**config.mk**
```make
export PLATFORM = sky130hd
export DESIGN_NAME = dio_port8
export DESIGN_NICKNAME = d
export VERILOG_FILES = /design/src/rtl/dio_port8_pkg.sv /design/src/rtl/dio_sync.sv /design/src/rtl/dio_regs.sv /design/src/rtl/dio_port8.sv
export SDC_FILE = /design/constraint.sdc
export NUM_CORES = 1
export LEC_CHECK = 0
export BUFFER_PORTS_ARGS = -buffer_cell sky130_fd_sc_hd__buf_4
export CAP_MARGIN = 25
export CORE_UTILIZATION = 46
export CTS_CLUSTER_SIZE = 25
export DETAILED_ROUTE_END_ITERATION = 8
export GPL_TIMING_DRIVEN = 0
export MAX_ROUTING_LAYER = met4
export PLACE_DENSITY = 0.78
export SETUP_SLACK_MARGIN = 0.2
export SYNTH_ARGS = -nofsm -noshare
export SYNTH_HDL_FRONTEND = slang
export SYNTH_SLANG_ARGS = --single-unit
```
**constraint.sdc**
```tcl
create_clock -name clk_i -period 1.47 [get_ports clk_i]
set_input_delay 0.294 -clock clk_i [delete_from_list [all_inputs] [get_ports clk_i]]
set_output_delay 0.294 -clock clk_i [all_outputs]
set_load 0.02 [all_outputs]
```
**src/rtl/dio_port8_pkg.sv**
```systemverilog
package dio_port8_pkg;
  localparam int unsigned PinW  = 8;
  localparam int unsigned AddrW = 5;
  localparam logic [AddrW-1:0] OffDatA = 5'h19;
  localparam logic [AddrW-1:0] OffDatB = 5'h1B;
  localparam logic [AddrW-1:0] OffDir  = 5'h1D;

  typedef enum logic [1:0] {SelNone, SelData, SelDir} reg_sel_e;

  function automatic reg_sel_e decode(input logic [AddrW-1:0] a);
    if (a == OffDatA || a == OffDatB) return SelData;
    if (a == OffDir) return SelDir;
    return SelNone;
  endfunction
endpackage

```
**src/rtl/dio_sync.sv**
```systemverilog
module dio_sync #(
  parameter int unsigned WIDTH  = 8,
  parameter int unsigned STAGES = 2
) (
  input  logic             clk_i,
  input  logic             rst_ni,
  input  logic [WIDTH-1:0] d_i,
  output logic [WIDTH-1:0] q_o
);
  logic [WIDTH-1:0] stage_q [STAGES];

  for (genvar s = 0; s < STAGES; s++) begin : g_stage
    always_ff @(posedge clk_i or negedge rst_ni) begin
      if (!rst_ni) stage_q[s] <= '0;
      else if (s == 0) stage_q[s] <= d_i;
      else stage_q[s] <= stage_q[(s == 0) ? 0 : s-1];
    end
  end

  assign q_o = stage_q[STAGES-1];
endmodule

```
**src/rtl/dio_regs.sv**
```systemverilog
module dio_regs
  import dio_port8_pkg::*;
#(
  parameter int unsigned WIDTH = PinW
) (
  input  logic             clk_i,
  input  logic             rst_ni,
  input  reg_sel_e         sel_i,
  input  logic             wr_i,
  input  logic [WIDTH-1:0] wdata_i,
  output logic [WIDTH-1:0] dir_o,
  output logic [WIDTH-1:0] latch_o
);
  always_ff @(posedge clk_i or negedge rst_ni) begin
    if (!rst_ni) dir_o <= '0;
    else if (wr_i && sel_i == SelDir) dir_o <= wdata_i;
  end

  // data latch deliberately has no reset
  always_ff @(posedge clk_i) begin
    if (wr_i && sel_i == SelData) latch_o <= wdata_i;
  end
endmodule

```
**src/rtl/dio_port8.sv**
```systemverilog
module dio_port8
  import dio_port8_pkg::*;
(
  input  logic             clk_i,
  input  logic             rst_ni,
  input  logic [AddrW-1:0] addr_i,
  input  logic             wr_i,
  input  logic [PinW-1:0]  wdata_i,
  output logic [PinW-1:0]  rdata_o,
  input  logic [PinW-1:0]  gpio_sel_i,
  input  logic [PinW-1:0]  pad_i,
  output logic [PinW-1:0]  pad_o,
  output logic [PinW-1:0]  pad_oe_o
);
  reg_sel_e        acc_sel;
  logic [PinW-1:0] dir_q, latch_q, pad_sync, drive_mask;

  assign acc_sel = decode(addr_i);

  dio_regs #(.WIDTH(PinW)) u_regs (
    .clk_i, .rst_ni, .sel_i(acc_sel), .wr_i, .wdata_i,
    .dir_o(dir_q), .latch_o(latch_q)
  );

  dio_sync #(.WIDTH(PinW), .STAGES(2)) u_sync (
    .clk_i, .rst_ni, .d_i(pad_i), .q_o(pad_sync)
  );

  assign drive_mask = dir_q & gpio_sel_i;
  assign pad_oe_o   = drive_mask;

  for (genvar i = 0; i < PinW; i++) begin : g_pin
    assign pad_o[i] = drive_mask[i] & latch_q[i];
  end

  always_comb begin
    unique case (acc_sel)
      SelData: rdata_o = (latch_q & drive_mask) | (pad_sync & ~drive_mask);
      SelDir:  rdata_o = dir_q;
      default: rdata_o = '0;
    endcase
  end
endmodule

```
# Word-level counts from Yosys, hierarchy flattened
# Cells that the tools add are included.
dict set report classes {
  eq_ne 5
  mux 8
  bitwise_logic 13
  reduce_logical 3
}
# operator count
set ops {}
lappend ops {{$and 8x8->8} 3}
lappend ops {{$pmux 8 s2} 1}
lappend ops {{$eq 5x5->1 const B} 3}
lappend ops {{$and 1x1->1} 8}
lappend ops {{$mux 2} 4}
lappend ops {{$not 8->8} 1}
lappend ops {{$or 8x8->8} 1}
lappend ops {{$mux 1} 3}
lappend ops {{$eq 2x1->1 const B} 1}
lappend ops {{$eq 2x2->1 const B} 1}
lappend ops {{$logic_and 1x1->1} 2}
lappend ops {{$logic_or 1x1->1} 1}
dict set report word_totals {
  reg_bits 32
  inputBits 32
  out_inout_bits 24
  elab_cells 33
}

# Depth between registers and ports, before layout
dict set report depth {
  depth_word 8
  mapped_depth 5
  mapped_depth_nobuf 3
}

# By module
# A second synthesis with hierarchy kept.
dict set report hier_totals {
  cells_unflattened 88
  area_unflattened_um2 1315.0
}
# module instances cells_each area_each_um2 seq_area_each_um2
set by_module_without_submodules {}
lappend by_module_without_submodules {dio_regs 1 27 558.0 440.4}
lappend by_module_without_submodules {dio_sync 1 24 460.4 400.4}
lappend by_module_without_submodules {dio_port8 1 37 296.5 0.0}

# Worst setup path after synthesis
# Ideal clock, no wire load.
dict set report synth_path {
  path_type {in2out}
  start {input addr_i[4]}
  end {output rdata_o[1]}
  arrival_time_ns 1.215
  required_ns 1.176
  setup_slack_ns -0.039
  cell_stages 5
  path_buffers 2
  path_cell_list {and4b_1 -> buf_6 -> buf_6 -> and3b_1 -> a221o_1}
}
dict set report synth_via {
  elab_chain_cells 7
  elab_cells_between_ends 13
  cone_classes {eq/ne (5); mux (7); reduce/logical (1)}
}
# element line
set synth_rtl {}
lappend synth_rtl {{from (decl)} dio_port8.sv:6} ;# input logic [AddrW-1:0] addr_i,
lappend synth_rtl {{$eq 5x5->1} dio_port8_pkg.sv:12} ;# if (a == OffDir) return SelDir;
lappend synth_rtl {{$mux 1 (2 in series)} dio_port8_pkg.sv:12}
lappend synth_rtl {{$mux 2} dio_port8_pkg.sv:13} ;# return SelNone;
lappend synth_rtl {{$mux 2 (*)} dio_port8_pkg.sv:12}
lappend synth_rtl {{$eq 2x2->1 or $eq 2x1->1 (tied branches)} dio_port8.sv:37} ;# unique case (acc_sel)
lappend synth_rtl {{$pmux 8 s2 (*)} dio_port8.sv:37}
lappend synth_rtl {{to (decl)} dio_port8.sv:9} ;# output logic [PinW-1:0] rdata_o,
# Mark *: on every way between the ends. The rest lies on a longest branch, timed or not. The select of a mux whose other input is x is not followed.

# Final worst setup path
dict set report layout_path {
  start {register u_regs.dir_o[4]}
  end {output rdata_o[4]}
}
dict set report layout_via {
  elab_chain_cells 5
  elab_cells_between_ends 6
  cone_classes {mux (1); bitwise (5)}
}
# element line
set layout_rtl {}
lappend layout_rtl {{from (decl)} dio_regs.sv:11} ;# output logic [WIDTH-1:0] dir_o,
lappend layout_rtl {{from (signal assigned)} dio_regs.sv:16} ;# else if (wr_i && sel_i == SelDir) dir_o <= wdata_i;
lappend layout_rtl {{$and 8x8->8} dio_port8.sv:29} ;# assign drive_mask = dir_q & gpio_sel_i;
lappend layout_rtl {{$not 8->8} dio_port8.sv:38} ;# SelData: rdata_o = (latch_q & drive_mask) | (pad_sync & ~drive_mask);
lappend layout_rtl {{$and 8x8->8} dio_port8.sv:38}
lappend layout_rtl {{$or 8x8->8} dio_port8.sv:38}
lappend layout_rtl {{$pmux 8 s2 (*)} dio_port8.sv:37}
# Mark *: on every way between the ends. The rest lies on a longest branch, timed or not.

==> out/qor.csv <==
stage,metric,value,unit
outcome,status,finished with violations,
outcome,failed_checks,negative setup slack,
worst_hold_path,min_path_type,in2reg,
global_route,grt_pass1_wl,4150,um
finish,final_layout_size_suffix_gt1_frac,0.741,
floorplanning,die_height,54.6,um
cts,root_buffer,clkbuf_4,
drt,postRouteAntennaNets,0,
cts,cts.sink_count,32,
synth,syn-mean-instance-area,15.7,um2
cts,numCtsBuffers,5,
synth,synth_warnings,0,
flow_run,drv_cap,0,
drt,num_vias,994,
floorplanning,pin_count,56,
synth,netlist_area,1270,um2
placement,io_buffers,55,
timing,holdWs,69.8,ps
drt,totalWireLength,3030,um
drt,vias_per_cell,5.18,
floorplanning,row_count,18,
drt,wl_met2,1580,um
critical_path,setup.worst_path.class,reg2out,
cts,cts_tree,done,
global_route,gr-total-overflow,0,
power,leakage,0.00102,uW
global_route,grt_use_total,0.221,
critical_path,cp.required,1180,ps
power,switching_share,0.244,
finish,fillers,145,
timing,tightest_slew,440,ps
cts,clkTransAtPathRegs,90,ps
power,share_comb_of_total_power,0.256,
timing,fmax,0.550,GHz
power,p_clk_frac,0.242,
floorplanning,initial_core_util,0.500,
drt,firstDrtPassIters,4,
critical_path,cp-end-kind,output pin,
global_route,antenna_found_initial,0,
timing,drv_slew,0,
synth,synth-seq-cells,32,
global_route,grt_max_degree,25,
timing,period_needed,1820,ps
critical_path,worstPathCellList,and2_4 -> and3b_2 -> a221o_2 -> buf_6,
power,power,2050,uW
drt,drt_drc_violations_left,0,
placement,gpl.final_weighted_congestion,0.718,
synth,synth.yosys.seq_area_share,0.660,
drt,wl_per_cell,15.8,um
finish,regArea,841,um2
timing,hold_violations,0,
critical_path,crit_path_start_kind,flip-flop,
critical_path,worstPathArrival,1530,ps
floorplanning,die_x,54.6,um
floorplanning,coreArea,2540,um2
power,p_int,1550,uW
critical_path,cp_slowest_cell,dfrtp_1,
synth,synth_cells,81,
finish,multi_input_area,464,um2
timing,fin_crit_sh,1.24,
floorplanning,die_area,2980,um2
power,vdd_drop_max,0.000955,V
cts,clock_latency,320,ps
finish,n_antenna_cell,0,
placement,hpwl,1870,um
cts,clock_path_buffers,2,
drt,dr.first_iter.drc_count,10,
finish,syn_to_final_growth,67.6,%
timing,setup_viol,11,
critical_path,slowest_delay,400,ps
drt,top_layer_used,met4,
timing,setup_ws,-349,ps
power,power.switching,499,uW
critical_path,crit_fanout,3,
cts,cts-htree-levels,2,
drt,wl_met3,183,um
timing,slew_headroom,0.706,
synth,synthDistinctLibCells,17,
timing,finClkSkew,10.1,ps
drt,wl_met1,1210,um
global_route,grt_pass1_vias,957,
power,power_density,959,nW/um2
timing,rsz0062_at_grt,yes,
synth,syn-num-nets,113,
power,seqPwrFrac,0.501,
finish,layout.nets,193,
through the flow:
stage               instances  setup TNS, ps  setup slack, ps  instance area (um2)   util
detailed placement        166          -3750             -360                 1730  0.681
floorplan                  81          -38.7            -38.7                 1280      -
global route              192          -3410             -417                 2130  0.839
finish                    192          -2750             -349                 2130  0.839
CTS                       184          -2670             -354                 2040  0.801
global placement          166          -3730             -377                 1730  0.681
power by group through the flow:
stage / registers [uW] / clock network [uW] / logic [uW]
3_3_place_gp: 1040 / 0 / 315
4_1_cts: 1030 / 514 / 447
5_1_grt: 1040 / 552 / 556
3_5_place_dp: 1040 / 0 / 325
2_1_floorplan: 1030 / 0 / 165
6_report: 1030 / 496 / 525
per-layer routing:
metal  vias up  global-route usage
met2        44               0.359
met4         0               0.115
li1        472                   -
met3         6              0.0528
met1       472               0.252
met5         -                   -
worst paths after layout:
check,startpoint,to,slack (ps),cells past startpoint
max in group asynchronous,rst_ni,u_sync.stage_q[9]$_DFF_PN0_,830,2
min in group asynchronous,rst_ni,u_sync.stage_q[14]$_DFF_PN0_,390,2
worst max-delay path,u_regs.dir_o[4]$_DFFE_PN0P_,rdata_o[4],-350,4
worst min-delay path,pad_i[6],u_sync.stage_q[14]$_DFF_PN0_,70,1
worst max register to register,u_regs.dir_o[1]$_DFFE_PN0P_,u_regs.dir_o[1]$_DFFE_PN0P_,550,2
worst min register to register,u_sync.stage_q[12]$_DFF_PN0_,u_sync.q_o[4]$_DFF_PN0_,340,0
cells in the mapped netlist (all sizes together):
library cell | number | area [um2]
and3b | 8 | 78.8
and4b | 1 | 10.0
mux2 | 8 | 90.1
and3 | 8 | 50.1
inv | 1 | 3.75
nand3b | 1 | 7.51
buf | 2 | 22.5
nor3 | 1 | 16.3
nand2 | 1 | 3.75
dfrtp | 24 | 601
nor2 | 1 | 3.75
and2 | 9 | 57.6
edfxtp | 8 | 240
a221o | 8 | 88.8
cell type report:
cell class / count / area share
buffer: 2 / 0.0123
clock buffer: 8 / 0.0275
inverter: 1 / 0.00176
multi-input combinational: 46 / 0.217
sequential: 32 / 0.394
tap: 30 / 0.0176
timing repair buffer: 73 / 0.329
kinds of logic (layout without fill, tap and decap cells):
group	Yosys count	count (layout)	synth area share
and+or+nand+nor	30	30	0.179
AOI/OAI and AO/OA	8	8	0.0697
buffers and inverters	3	84	0.0206
muxes	8	8	0.0707
DFF	32	32	0.660
registers in the layout (all words and copies together), names as in the netlist:
signal	cells
u_sync.q_o	8
u_regs.dir_o	8
u_regs.latch_o	8
u_sync.stage_q	8
worst max-delay path, delay by kind of cell, from the launching register on:
family	cells	cell delay, ps
flops	1	400
simple gates	2	360
compound gates	1	310
buf+inv	1	130
cells in the final DEF (no fill, tap or decap), types with 2 or more instances in the layout:
master	instances
buf_6	37
and3b_2	7
clkbuf_1	2
edfxtp_1	8
a221o_2	7
and2_4	8
buf_4	34
dfrtp_1	24
and3_4	7
clkbuf_4	5
mux2_2	8
timing repair:
item	4_1_cts	5_1_grt
buffers inserted	7	8
hold endpoints to repair	24	0
gates resized for setup	45	9
hold buffers	1	0
setup endpoints to repair	24	24
pin swaps	12	5
gates cloned	2	0
Power figures use the tool's default switching activity.
